File: src/rtl/dvfs_pkg.sv
package dvfs_pkg;

  typedef enum logic [1:0] {
    REQ_CLU0 = 2'd0,
    REQ_CLU1 = 2'd1,
    REQ_CFG  = 2'd2
  } req_t;

  localparam int NUM_REQ = 3;

  localparam logic [7:0] OFF_LVL0  = 8'h00;
  localparam logic [7:0] OFF_LVL1  = 8'h08;
  localparam logic [7:0] OFF_CMD   = 8'h10;
  localparam logic [7:0] OFF_CDATA = 8'h14;
  localparam logic [7:0] OFF_STAT  = 8'h18;
  localparam logic [7:0] OFF_CNT0  = 8'h20;
  localparam logic [7:0] OFF_CNT1  = 8'h24;
  localparam logic [7:0] OFF_DLY   = 8'h28;
  localparam logic [7:0] OFF_TAB   = 8'h40;

  localparam int CMD_GO_BIT = 31;

endpackage

File: src/rtl/dvfs_opp_table.sv
module dvfs_opp_table #(
  parameter int DATA_W = 32,
  parameter int DEPTH  = 8,
  localparam int IDX_W = $clog2(DEPTH),
  localparam int CNT_W = $clog2(DEPTH + 1)
) (
  input  logic              clk,
  input  logic              rst_n,
  input  logic              tab_we,
  input  logic              tab_wclu,
  input  logic [IDX_W-1:0]  tab_widx,
  input  logic [DATA_W-1:0] tab_wdata,
  input  logic [1:0]        cnt_we,
  input  logic [CNT_W-1:0]  cnt_wdata,
  input  logic              rd_clu,
  input  logic [IDX_W-1:0]  rd_idx,
  output logic [DATA_W-1:0] rd_data,
  input  logic              cfg_clu,
  input  logic [IDX_W-1:0]  cfg_idx,
  output logic [DATA_W-1:0] cfg_data,
  output logic [CNT_W-1:0]  cnt0,
  output logic [CNT_W-1:0]  cnt1
);

  logic [DATA_W-1:0] ent   [2][DEPTH];
  logic [CNT_W-1:0]  cnt_q [2];
  logic [CNT_W-1:0]  cnt_sat;

  // counts above the table depth are saturated
  assign cnt_sat = (cnt_wdata > CNT_W'(DEPTH)) ? CNT_W'(DEPTH) : cnt_wdata;

  always_ff @(posedge clk or negedge rst_n) begin
    if (!rst_n) begin
      for (int c = 0; c < 2; c++) begin
        cnt_q[c] <= '0;
        for (int i = 0; i < DEPTH; i++) ent[c][i] <= '0;
      end
    end else begin
      if (tab_we) ent[tab_wclu][tab_widx] <= tab_wdata;
      for (int c = 0; c < 2; c++)
        if (cnt_we[c]) cnt_q[c] <= cnt_sat;
    end
  end

  assign rd_data  = ent[rd_clu][rd_idx];
  assign cfg_data = ent[cfg_clu][cfg_idx];
  assign cnt0     = cnt_q[0];
  assign cnt1     = cnt_q[1];

endmodule

File: src/rtl/dvfs_seq.sv
module dvfs_seq
  import dvfs_pkg::*;
#(
  parameter int DELAY_W = 24,
  parameter int ARG_W   = 4
) (
  input  logic               clk,
  input  logic               rst_n,
  input  logic               start,
  input  req_t               start_type,
  input  logic               start_bad,
  input  logic [ARG_W-1:0]   start_arg,
  input  logic [DELAY_W-1:0] delay,
  output logic               busy,
  output logic               fin,
  output req_t               fin_type,
  output logic               fin_bad,
  output logic [ARG_W-1:0]   fin_arg
);

  logic [DELAY_W-1:0] cnt_q;

  assign fin = busy && (cnt_q == DELAY_W'(1));

  always_ff @(posedge clk or negedge rst_n) begin
    if (!rst_n) begin
      busy     <= 1'b0;
      cnt_q    <= '0;
      fin_type <= REQ_CLU0;
      fin_bad  <= 1'b0;
      fin_arg  <= '0;
    end else if (!busy) begin
      if (start) begin
        busy     <= 1'b1;
        cnt_q    <= (delay == '0) ? DELAY_W'(1) : delay;
        fin_type <= start_type;
        fin_bad  <= start_bad;
        fin_arg  <= start_arg;
      end
    end else if (fin) begin
      busy <= 1'b0;
    end else begin
      cnt_q <= cnt_q - DELAY_W'(1);
    end
  end

endmodule

File: src/rtl/dvfs_status.sv
module dvfs_status #(
  parameter int NUM_T  = 3,
  parameter int DATA_W = 32
) (
  input  logic              clk,
  input  logic              rst_n,
  input  logic [NUM_T-1:0]  set_done,
  input  logic [NUM_T-1:0]  set_err,
  input  logic              clr,
  output logic [DATA_W-1:0] stat_word,
  output logic              any
);

  logic [NUM_T-1:0] done_q, err_q;

  for (genvar t = 0; t < NUM_T; t++) begin : g_type
    always_ff @(posedge clk or negedge rst_n) begin
      if (!rst_n) begin
        done_q[t] <= 1'b0;
        err_q[t]  <= 1'b0;
      end else begin
        // a new event outranks a simultaneous read-clear
        if (set_done[t])  done_q[t] <= 1'b1;
        else if (clr)     done_q[t] <= 1'b0;
        if (set_err[t])   err_q[t]  <= 1'b1;
        else if (clr)     err_q[t]  <= 1'b0;
      end
    end
  end

  always_comb begin
    stat_word = '0;
    for (int t = 0; t < NUM_T; t++) begin
      stat_word[4*t]     = done_q[t];
      stat_word[4*t + 1] = err_q[t];
    end
  end

  assign any = |{done_q, err_q};

endmodule

File: src/rtl/dvfs_ctrl.sv
module dvfs_ctrl
  import dvfs_pkg::*;
#(
  parameter int DATA_W      = 32,
  parameter int ADDR_W      = 8,
  parameter int OPP_DEPTH   = 8,
  parameter int DELAY_W     = 24,
  parameter int DELAY_RESET = 20
) (
  input  logic              clk,
  input  logic              rst_n,
  input  logic [ADDR_W-1:0] bus_addr,
  input  logic              bus_wr,
  input  logic [DATA_W-1:0] bus_wdata,
  input  logic              bus_rd,
  output logic [DATA_W-1:0] bus_rdata,
  output logic              irq
);

  localparam int IDX_W  = $clog2(OPP_DEPTH);
  localparam int CNT_W  = $clog2(OPP_DEPTH + 1);
  localparam int ARG_W  = IDX_W + 1;
  localparam int TAB_LG = IDX_W + 2;

  // address decode
  logic hit_lvl0, hit_lvl1, hit_cmd, hit_tab, tab_clu;
  logic [IDX_W-1:0] tab_idx;
  assign hit_lvl0 = bus_addr == ADDR_W'(OFF_LVL0);
  assign hit_lvl1 = bus_addr == ADDR_W'(OFF_LVL1);
  assign hit_cmd  = bus_addr == ADDR_W'(OFF_CMD);
  assign hit_tab  = (bus_addr >> (TAB_LG + 1)) == (ADDR_W'(OFF_TAB) >> (TAB_LG + 1));
  assign tab_clu  = bus_addr[TAB_LG];
  assign tab_idx  = bus_addr[TAB_LG-1:2];

  // table and counts
  logic [DATA_W-1:0] tab_rd, cfg_data;
  logic [CNT_W-1:0]  cnt0, cnt1;
  logic              seq_busy, seq_fin, fin_bad;
  req_t              fin_type;
  logic [ARG_W-1:0]  fin_arg;

  dvfs_opp_table #(.DATA_W(DATA_W), .DEPTH(OPP_DEPTH)) u_tab (
    .clk       (clk),
    .rst_n     (rst_n),
    .tab_we    (bus_wr && hit_tab),
    .tab_wclu  (tab_clu),
    .tab_widx  (tab_idx),
    .tab_wdata (bus_wdata),
    .cnt_we    ({bus_wr && bus_addr == ADDR_W'(OFF_CNT1),
                 bus_wr && bus_addr == ADDR_W'(OFF_CNT0)}),
    .cnt_wdata (bus_wdata[CNT_W-1:0]),
    .rd_clu    (tab_clu),
    .rd_idx    (tab_idx),
    .rd_data   (tab_rd),
    .cfg_clu   (fin_arg[ARG_W-1]),
    .cfg_idx   (fin_arg[IDX_W-1:0]),
    .cfg_data  (cfg_data),
    .cnt0      (cnt0),
    .cnt1      (cnt1)
  );

  // request capture
  logic             req_any, req_bad;
  req_t             req_type;
  logic [ARG_W-1:0] req_arg;

  always_comb begin
    req_any  = 1'b0;
    req_bad  = 1'b0;
    req_type = REQ_CLU0;
    req_arg  = '0;
    if (bus_wr && hit_lvl0) begin
      req_any = 1'b1;
      req_bad = bus_wdata >= DATA_W'(cnt0);
      req_arg = ARG_W'(bus_wdata[IDX_W-1:0]);
    end else if (bus_wr && hit_lvl1) begin
      req_any  = 1'b1;
      req_type = REQ_CLU1;
      req_bad  = bus_wdata >= DATA_W'(cnt1);
      req_arg  = ARG_W'(bus_wdata[IDX_W-1:0]);
    end else if (bus_wr && hit_cmd && bus_wdata[CMD_GO_BIT]) begin
      req_any  = 1'b1;
      req_type = REQ_CFG;
      req_arg  = bus_wdata[ARG_W-1:0];
    end
  end

  logic [DELAY_W-1:0] dly_q;

  dvfs_seq #(.DELAY_W(DELAY_W), .ARG_W(ARG_W)) u_seq (
    .clk        (clk),
    .rst_n      (rst_n),
    .start      (req_any),
    .start_type (req_type),
    .start_bad  (req_bad),
    .start_arg  (req_arg),
    .delay      (dly_q),
    .busy       (seq_busy),
    .fin        (seq_fin),
    .fin_type   (fin_type),
    .fin_bad    (fin_bad),
    .fin_arg    (fin_arg)
  );

  // status flags
  logic [NUM_REQ-1:0] set_done, set_err;
  logic [DATA_W-1:0]  stat_word;

  always_comb begin
    set_done = '0;
    set_err  = '0;
    if (seq_fin) begin
      if (fin_bad) set_err[fin_type]  = 1'b1;
      else         set_done[fin_type] = 1'b1;
    end
    if (req_any && seq_busy) set_err[req_type] = 1'b1;
  end

  dvfs_status #(.NUM_T(NUM_REQ), .DATA_W(DATA_W)) u_stat (
    .clk       (clk),
    .rst_n     (rst_n),
    .set_done  (set_done),
    .set_err   (set_err),
    .clr       (bus_rd && bus_addr == ADDR_W'(OFF_STAT)),
    .stat_word (stat_word),
    .any       (irq)
  );

  // levels in effect, config read result, delay
  logic [IDX_W-1:0]  lvl_q [2];
  logic [DATA_W-1:0] cdata_q;

  always_ff @(posedge clk or negedge rst_n) begin
    if (!rst_n) begin
      lvl_q[0] <= '0;
      lvl_q[1] <= '0;
      cdata_q  <= '0;
      dly_q    <= DELAY_W'(DELAY_RESET);
    end else begin
      if (seq_fin && !fin_bad) begin
        if (fin_type == REQ_CFG) cdata_q <= cfg_data;
        else lvl_q[fin_type == REQ_CLU1] <= fin_arg[IDX_W-1:0];
      end
      if (bus_wr && bus_addr == ADDR_W'(OFF_DLY)) dly_q <= bus_wdata[DELAY_W-1:0];
    end
  end

  always_comb begin
    bus_rdata = '0;
    if (hit_tab) bus_rdata = tab_rd;
    else begin
      case (bus_addr)
        ADDR_W'(OFF_LVL0):  bus_rdata = DATA_W'(lvl_q[0]);
        ADDR_W'(OFF_LVL1):  bus_rdata = DATA_W'(lvl_q[1]);
        ADDR_W'(OFF_CDATA): bus_rdata = cdata_q;
        ADDR_W'(OFF_STAT):  bus_rdata = stat_word;
        ADDR_W'(OFF_CNT0):  bus_rdata = DATA_W'(cnt0);
        ADDR_W'(OFF_CNT1):  bus_rdata = DATA_W'(cnt1);
        ADDR_W'(OFF_DLY):   bus_rdata = DATA_W'(dly_q);
        default:            bus_rdata = '0;
      endcase
    end
  end

endmodule

File: config.mk
export PLATFORM = sky130hd
export DESIGN_NAME = dvfs_ctrl
export DESIGN_NICKNAME = d
export VERILOG_FILES = /design/src/rtl/dvfs_pkg.sv /design/src/rtl/dvfs_opp_table.sv /design/src/rtl/dvfs_seq.sv /design/src/rtl/dvfs_status.sv /design/src/rtl/dvfs_ctrl.sv
export SDC_FILE = /design/constraint.sdc
export NUM_CORES = 1
export LEC_CHECK = 0
export BUFFER_PORTS_ARGS = -buffer_cell sky130_fd_sc_hd__buf_2
export CAP_MARGIN = 25
export CORE_MARGIN = 2
export CORE_UTILIZATION = 57
export CTS_CLUSTER_DIAMETER = 120
export DETAILED_ROUTE_END_ITERATION = 6
export HOLD_SLACK_MARGIN = 0.08
export PLACE_DENSITY = 0.88
export SKIP_CTS_REPAIR_TIMING = 1
export SLEW_MARGIN = 40
export SYNTH_ARGS = -nofsm -noshare
export SYNTH_HDL_FRONTEND = slang
export SYNTH_HIERARCHICAL = 1
export SYNTH_SLANG_ARGS = --single-unit
File: constraint.sdc
create_clock -name clk -period 2.84 [get_ports clk]
set_input_delay 0.284 -clock clk [delete_from_list [all_inputs] [get_ports clk]]
set_output_delay 0.284 -clock clk [all_outputs]
set_load 0.05 [all_outputs]
==> run_results.csv, run 1 <==
group,metric,value,unit
outcome,status,"complete, but fails checks",
outcome,violations,"negative setup slack",
placement,placed_cells_incl_taps,3046,
sta,final-hold-violation-count,0,
drt,route.vias.total,23800,
clock_tree,clk_pin_slew_worst_paths,0.07,ns
global_route,grt_util_all_layers,33.7,%
sta,timing.max_slew.rel_slack,46.8,%
logic_synthesis,synth-edff-count,0,
power_and_ir_drop,ir_drop,0.000453,V
logic_synthesis,post_synthesis_cell_type_with_the_largest_combined_area,"sky130_fd_sc_hd__dfrtp_1",
sta,drv_slew,0,
drt,routedWlPerCell,32.4,um
die,boundaryPins,77,
global_route,grt_pass1_vias,24800,
logic_synthesis,syn-cell-area,32700,um^2
logic_synthesis,syn_avg_cell_area,14.3,um^2
final_layout,post_route_cell_area,37500,um^2
global_route,grt_pass1_wl,151000,um
sta,max_clock_freq,345,MHz
die,dieHeight,243,um
final_layout,post_route_cells_drive_above_1_share,48.5,%
drt,top_layer,"met5",
die,placementRows,87,
global_route,antenna_found_initial,4,
drt,detail_route.wirelength.met1,34300,um
setup_path,worstSetupEndpointType,"primary output",
logic_synthesis,yosys.area_share.xor_xnor,0.0268,%
sta,transition_time_at_the_pin_with_the_least_slew_margin,0.791,ns
logic_synthesis,ys_dominant_reg_cell,"sky130_fd_sc_hd__dfrtp_1",
drt,route.detailed.vias_per_inst,7.45,
setup_path,critical-path-max-stage-delay,0.48,ns
final_layout,final_core_utilization,66.3,%
logic_synthesis,main_combinational_cell_family_by_area_after_synthesis,"multiplexers",
clock_tree,tritoncts.num_buffers,68,
placement,placed_area,34700,um^2
die,core_area,56500,um^2
clock_tree,worstSkewPairLatency,0.64,ns
drt,drtIter0Drc,3377,
logic_synthesis,postSynthCellCount,2292,
sta,finalSetupViolations,7,
final_layout,instances_no_fill,3188,
setup_path,launch_point_of_the_worst_path,"u_tab/ent[96]$_DFFE_PN0P_",
clock_tree,buffers_from_clock_root_to_sink_at_most,3,
setup_path,worstSetupPathType,"register to primary output",
logic_synthesis,ys_seq_elements,620,
sta,finalCritPeriodShare,102,%
logic_synthesis,synth_top_area_share,47.3,%
sta,worst_slack,-0.0576,ns
final_layout,finish.net_count,2429,
final_layout,most_common_cell_after_layout_fill_and_taps_aside,"sky130_fd_sc_hd__dfrtp_1",
logic_synthesis,synth-compound-area-share,6.43,%
drt,met3WireLength,14200,um
drt,drcViolationCount,0,
clock_tree,ctsHtreeMaxLevel,3,
sta,worst_hold_slack,0.131,ns
placement,place.port_buffers,76,
setup_path,worst_r2r_endpoint,"cdata_q[10]$_DFFE_PN0P_",
clock_tree,clock_tree.root_cell,"sky130_fd_sc_hd__clkbuf_16",
setup_path,critical_path_maximum_fanout,2,
logic_synthesis,post_synth_num_cell_types,68,
logic_synthesis,yosys-mux-area-fraction,37.9,%
sta,finalWorstPathRequiredPeriod,2.90,ns
setup_path,timing.reg2reg.worst_path_depth,8,
logic_synthesis,synth_simple_gate_area_share,4.21,%
logic_synthesis,synth_async_sr_flop_share,100,%
die,floorplan.initialDensity,57.9,%
setup_path,worst_setup_path_endpoint,"bus_rdata[0]",
setup_path,worst_ep_required_time,2.56,ns
logic_synthesis,synth.top_cells.by_area,"sky130_fd_sc_hd__dfrtp_1 (47%), sky130_fd_sc_hd__mux2_2 (18%), sky130_fd_sc_hd__mux4_2 (18%)",
worst_hold_path,min_path_type,"input pin to register",
setup_path,start_kind,"register",
placement,place_congestion,0.941,
setup_path,arrival,2.61,ns
setup_path,timing.rr.start,"u_seq/cnt_q[18]$_DFFE_PN0P_",
sta,grt_setup_unrepaired,"yes",
setup_path,crit_chain,"mux4_2, a22oi_2, nand2_2, a222oi_1, o211ai_1, buf_4",
setup_path,worst-r2r-setup-slack,0,ns
die,die_area,59300,um^2
power_and_ir_drop,power_density,653,nW/um^2
logic_synthesis,synth_seq_area_share,47.5,%
placement,place_ws,0.0690,ns
final_layout,layout.cells.most_common_list,"sky130_fd_sc_hd__dfrtp_1 (616), sky130_fd_sc_hd__mux2_2 (514), sky130_fd_sc_hd__mux4_2 (256)",
drt,first_pass_iteration_count_of_the_detailed_router,7,
logic_synthesis,synth-adder-area-share,0.383,%
final_layout,synthToLayoutAreaGrowth,14.6,%
drt,wl_met2,47000,um
global_route,grt_max_degree,94,
global_route,overflow,0,
placement,hpwl_reported_at_the_end_of_detailed_placement,58600,um
power_and_ir_drop,leakage_power,16.9,nW
drt,routed_wirelength,103000,um
sta,final.setup_skew,0.0365,ns
die,die-width,243,um
drt,antenna_violation_net_count_after_detailed_routing,0,
clock_tree,cts_tree,"built",
logic_synthesis,yosysWarnings,6,
clock_tree,cts.sink_count,620,
job,maxCapViolations,0,
setup_path,critPathSlowestCell,"sky130_fd_sc_hd__mux4_2",
## state kept, by name, summed over array words and instances (netlist names)
register	flops
u_seq/busy	1
u_tab/cnt1	4
u_tab/ent	512
u_tab/cnt0	4
dly_q	24
u_seq/fin_arg	4
lvl_q	6
u_stat/stat_word	6
u_seq/fin_bad	1
u_seq/cnt_q	24
cdata_q	32
u_seq/fin_type	2
## Yosys cell counts (4+ instances only)
cell type,n
sky130_fd_sc_hd__inv_1,24
sky130_fd_sc_hd__a21o_1,5
sky130_fd_sc_hd__o22ai_1,5
sky130_fd_sc_hd__and2_1,8
sky130_fd_sc_hd__a222oi_1,12
sky130_fd_sc_hd__mux4_2,256
sky130_fd_sc_hd__mux2_1,49
sky130_fd_sc_hd__nor2b_1,10
sky130_fd_sc_hd__nand3_1,10
sky130_fd_sc_hd__nand4_1,4
sky130_fd_sc_hd__mux2_2,514
sky130_fd_sc_hd__o21ai_1,8
sky130_fd_sc_hd__and3_1,6
sky130_fd_sc_hd__a21oi_1,25
sky130_fd_sc_hd__nor2_1,30
sky130_fd_sc_hd__buf_4,29
sky130_fd_sc_hd__clkbuf_1,111
sky130_fd_sc_hd__nor4_1,17
sky130_fd_sc_hd__nor3_1,13
sky130_fd_sc_hd__o211ai_1,4
sky130_fd_sc_hd__o21ai_0,25
sky130_fd_sc_hd__buf_1,6
sky130_fd_sc_hd__nand2_1,144
sky130_fd_sc_hd__a22oi_1,173
sky130_fd_sc_hd__buf_2,80
sky130_fd_sc_hd__mux2_4,18
sky130_fd_sc_hd__a22o_1,5
sky130_fd_sc_hd__dfrtp_1,618
sky130_fd_sc_hd__o32ai_1,4
sky130_fd_sc_hd__nand2b_1,8
sky130_fd_sc_hd__or3_1,5
sky130_fd_sc_hd__ha_1,10
## power by group
group | switching [mW] | leakage, nW | internal (mW)
Combinational | 1.84 | 7.44 | 2.05
Sequential | 1.02 | 8.25 | 9.96
Clock | 3.82 | 1.17 | 5.78
## layout make-up
class	instances	area (um^2)
fill	3462	19000
multi-input combinational	1443	16300
sequential	620	15500
timing repair buffer	217	2160
clock buffer	96	1970
tap	756	946
clock inverter	28	435
inverter	25	93.8
antenna	3	7.51
## worst min-delay path by stage
stage	cells after the start	start	slack [ns]	to
after detailed placement	1	rst_n	0.35	dly_q[8]$_DFFE_PN0P_
final	5	bus_wr	0.13	u_seq/fin_type[1]$_DFFE_PN0P_
after global placement	1	rst_n	0.34	u_stat/stat_word[0]$_DFFE_PN0P_
after global routing	5	bus_wr	0.17	u_seq/fin_type[1]$_DFFE_PN0P_
after floorplan	0	rst_n	-0.01	cdata_q[0]$_DFFE_PN0P_
after CTS	1	rst_n	-0.30	u_tab/ent[265]$_DFFE_PN0P_
## metal layers
layer	global-route usage [%]	vias to the layer above
met5	0	-
met4	21.3	6
met2	51.5	2087
met3	10.0	671
met1	42.3	12000
li1	-	8975
## cells by family (layout without fill, tap and decap cells)
| family | count (synthesis) | after routing |
|---|---|---|
| mux | 837 | 837 |
| compound gates | 290 | 290 |
| xor+xnor | 1 | 1 |
| buf+inv | 254 | 366 |
| flops | 620 | 620 |
| fa+ha+maj | 10 | 10 |
| simple gates | 279 | 279 |
| other cells | 1 | 29 |
## worst max-delay path, delay by kind of cell, from the launching register on
kind / cells / cell delay, ns
DFF: 1 / 0.41
and+or+nand+nor: 1 / 0.10
AOI/OAI and AO/OA: 3 / 0.75
buffers and inverters: 1 / 0.23
muxes: 1 / 0.48
## stage by stage
stage / TNS, ns / power (mW)
2_1_floorplan: 0 / 13.3
3_3_place_gp: 0 / 14.3
3_5_place_dp: 0 / 14.7
4_1_cts: -0.112 / 24.2
5_1_grt: -0.474 / 25.2
6_report: -0.186 / 24.5
No activity file was read; power rests on OpenSTA's default activity.
==> inputs of run 2 (changes only) <==
--- a/config.mk
+++ b/config.mk
@@ -17,5 +17,4 @@
 export SLEW_MARGIN = 40
 export SYNTH_ARGS = -nofsm -noshare
 export SYNTH_HDL_FRONTEND = slang
-export SYNTH_HIERARCHICAL = 1
 export SYNTH_SLANG_ARGS = --single-unit
==> run 2 against run 1 <==
Against the previous run: the run now ends clean; final area is 2.3% lower; critical path depth is 2 higher; global-route usage is 0.93 points lower; critical path type is now input pin to primary output.
==> run_results.csv, run 2 <==
group,metric,value,unit
drt,route.vias.total,22500,
clock_tree,buffers_from_clock_root_to_sink_at_most,3,
worst_hold_path,worstHoldPathCells,4,
placement,place.port_buffers,76,
drt,antenna_violation_net_count_after_detailed_routing,0,
job,maxCapViolations,0,
sta,grt_setup_unrepaired,"no",
power_and_ir_drop,power_density,643,nW/um^2
logic_synthesis,postSynthCellCount,2222,
setup_path,worst_r2r_endpoint,"cdata_q[17]$_DFFE_PN0P_",
final_layout,max_flop_register,"u_tab.ent",
setup_path,timing.reg2reg.worst_path_depth,6,
logic_synthesis,post_synthesis_cell_type_with_the_largest_combined_area,"sky130_fd_sc_hd__dfrtp_1",
logic_synthesis,synthesis.nets,2276,
logic_synthesis,syn-cell-area,32400,um^2
worst_hold_path,min_path_type,"input pin to register",
die,core_area,56300,um^2
power_and_ir_drop,share_seq_of_total_power,46.8,%
final_layout,final_core_utilization,65.0,%
worst_hold_path,worst_hold_path.endpoint,"u_stat.stat_word[8]$_DFFE_PN0P_",
power_and_ir_drop,power_frac_comb,17.4,%
final_layout,largest_register_ff_count,512,
setup_path,worst_ep_required_time,2.56,ns
clock_tree,clk_pin_slew_worst_paths,0.06,ns
global_route,overflow,0,
logic_synthesis,post_synth_num_cell_types,71,
power_and_ir_drop,ir_drop,0.000527,V
clock_tree,worstSkewPairLatency,0.65,ns
logic_synthesis,synth_top_cells_by_count,"sky130_fd_sc_hd__dfrtp_1 (618), sky130_fd_sc_hd__mux2_2 (540), sky130_fd_sc_hd__mux4_2 (256)",
sta,finalCritPeriodShare,97.6,%
power_and_ir_drop,p_switching,6.46,mW
global_route,grt_util_all_layers,32.7,%
final_layout,layout.cells.most_common_list,"sky130_fd_sc_hd__dfrtp_1 (616), sky130_fd_sc_hd__mux2_2 (540), sky130_fd_sc_hd__mux4_2 (256)",
outcome,status,"finished, final reports clean",
clock_tree,ctsHtreeMaxLevel,2,
sta,final.setup_skew,0.0182,ns
final_layout,synthToLayoutAreaGrowth,13.1,%
global_route,grt_max_degree,90,
power_and_ir_drop,p_total,23.5,mW
clock_tree,clock_tree.root_cell,"sky130_fd_sc_hd__clkbuf_16",
global_route,grt_pass1_wl,146000,um
logic_synthesis,synthMostInstantiatedCell,"sky130_fd_sc_hd__dfrtp_1",
die,floorplan.initialDensity,57.5,%
final_layout,most_common_cell_after_layout_fill_and_taps_aside,"sky130_fd_sc_hd__dfrtp_1",
clock_tree,cts_tree,"built",
sta,transition_time_at_the_pin_with_the_least_slew_margin,0.784,ns
logic_synthesis,ys_dominant_reg_cell,"sky130_fd_sc_hd__dfrtp_1",
logic_synthesis,yosysWarnings,0,
final_layout,num-fill-cells,3651,
die,die-width,242,um
power_and_ir_drop,cellInternalPower,17.1,mW
logic_synthesis,synth-edff-count,0,
final_layout,finish.net_count,2328,
logic_synthesis,synth.top_cells.by_area,"sky130_fd_sc_hd__dfrtp_1 (48%), sky130_fd_sc_hd__mux2_2 (19%), sky130_fd_sc_hd__mux4_2 (18%)",
logic_synthesis,syn_avg_cell_area,14.6,um^2
drt,routed_wirelength,94800,um
setup_path,start_kind,"input pin",
final_layout,instances_no_fill,3081,
drt,routedWlPerCell,30.8,um
setup_path,worst-r2r-setup-slack,0.24,ns
setup_path,critical_path_maximum_fanout,28,
die,dieHeight,242,um
logic_synthesis,synth_async_sr_flop_share,100,%
die,placementRows,87,
clock_tree,tritoncts.num_buffers,61,
die,boundaryPins,77,
setup_path,worstSetupPathType,"input pin to primary output",
global_route,grt_pass1_vias,24100,
power_and_ir_drop,leakage_power,16.0,nW
sta,worst_hold_slack,0.0759,ns
logic_synthesis,ys_seq_elements,620,
placement,placed_cells_incl_taps,2964,
final_layout,post_route_cells_drive_above_1_share,48.5,%
logic_synthesis,synth_seq_area_share,47.9,%
logic_synthesis,synth_top_area_share,47.8,%
drt,first_pass_iteration_count_of_the_detailed_router,6,
power_and_ir_drop,clockPowerShare,35.7,%
sta,finalSetupViolations,0,
final_layout,layout_top_registers,"u_tab.ent: 512 flops, cdata_q: 32 flops",
die,die_area,58700,um^2
setup_path,timing.rr.start,"u_seq.cnt_q[18]$_DFFE_PN0P_",
sta,drv_slew,0,
sta,finalWorstPathRequiredPeriod,2.77,ns
setup_path,worstSetupEndpointType,"primary output",
drt,route.detailed.vias_per_inst,7.30,
placement,place_congestion,0.874,
sta,final-hold-violation-count,0,
global_route,antenna_found_initial,3,
setup_path,arrival,2.49,ns
power_and_ir_drop,swShare,27.4,%
sta,timing.max_slew.rel_slack,48.7,%
worst_hold_path,min_from,"bus_rd",
clock_tree,cts.sink_count,620,
placement,hpwl_reported_at_the_end_of_detailed_placement,56300,um
drt,drtIter0Drc,2316,
drt,drcViolationCount,0,
sta,max_clock_freq,361,MHz
-- run 2: cell count changes in the layout (fill, tap and decap cells not counted), moves of 32 or more --
cell | previous run | this run
sky130_fd_sc_hd__mux2_1 | 49 | 3
sky130_fd_sc_hd__a22oi_1 | 160 | 22
sky130_fd_sc_hd__a22o_1 | 5 | 37
sky130_fd_sc_hd__a221oi_1 | 0 | 32
sky130_fd_sc_hd__mux2i_1 | 0 | 65
sky130_fd_sc_hd__nand2_1 | 136 | 78
-- run 2: routing by layer --
metal,GRT usage (%),vias to the layer above,routed length (um)
li1,-,8744,-
met1,40.9,11800,33600
met2,50.9,1538,44800
met3,9.60,445,10600
met4,19.8,0,5760
met5,0,-,0
-- run 2: worst max path at each step --
stage,start,to,slack [ns]
2_1_floorplan,bus_addr[4],bus_rdata[24],-0.005
6_report,bus_addr[5],bus_rdata[2],0.07
3_5_place_dp,bus_addr[4],bus_rdata[0],0.00004
4_1_cts,bus_addr[4],bus_rdata[1],-0.04
5_1_grt,u_tab.ent[138]$_DFFE_PN0P_,bus_rdata[10],0.07
3_3_place_gp,bus_addr[4],bus_rdata[2],0.001
-- run 2: critical path: stages --
cell and delay (ns):
sky130_fd_sc_hd__clkbuf_8 0.14, sky130_fd_sc_hd__or4b_1 0.67, sky130_fd_sc_hd__nor4_4 0.31, sky130_fd_sc_hd__buf_12 0.28, sky130_fd_sc_hd__a22oi_1 0.13, sky130_fd_sc_hd__o2111ai_1 0.20
sky130_fd_sc_hd__o21bai_1 0.27, sky130_fd_sc_hd__buf_12 0.19
-- run 2: layout make-up --
type / count / area [um^2] / share of cell area (%)
timing repair buffer: 194 / 1940 / 5.29
multi-input combinational: 1379 / 16100 / 43.9
clock inverter: 19 / 251 / 0.687
antenna: 4 / 10.0 / 0.0273
clock buffer: 91 / 1790 / 4.89
inverter: 18 / 67.6 / 0.185
sequential: 620 / 15500 / 42.4
tap: 756 / 946 / 2.58
-- run 2: kinds of logic after synthesis --
| family | Yosys count | synth area share, % |
|---|---|---|
| multiplexers | 867 | 38.8 |
| flip-flops | 620 | 47.9 |
| AO/OA/AOI/OAI | 256 | 5.73 |
| AND/OR/NAND/NOR | 238 | 4.04 |
| buffers and inverters | 223 | 2.84 |
| adder cells (fa/ha/maj) | 10 | 0.387 |
| XOR/XNOR | 8 | 0.216 |
-- run 2: through the flow --
stage	setup slack (ns)	TNS, ns	cell area (um^2)
floorplan	-0.00464	-0.00929	32400
global placement	0.00111	0	34500
detailed placement	0.0000364	0	34500
CTS	-0.0375	-0.0642	36500
global route	0.0704	0	36600
finish	0.0679	0	36600
-- run 2: power groups by stage --
| stage | clock network, mW | registers (mW) | logic (mW) |
|---|---|---|---|
| after detailed placement | 0 | 11.1 | 4.00 |
| after floorplan | 0 | 10.7 | 2.93 |
| after global routing | 8.82 | 11.1 | 4.36 |
| after global placement | 0 | 10.9 | 3.80 |
| final | 8.42 | 11.0 | 4.11 |
| after CTS | 8.41 | 11.0 | 4.08 |
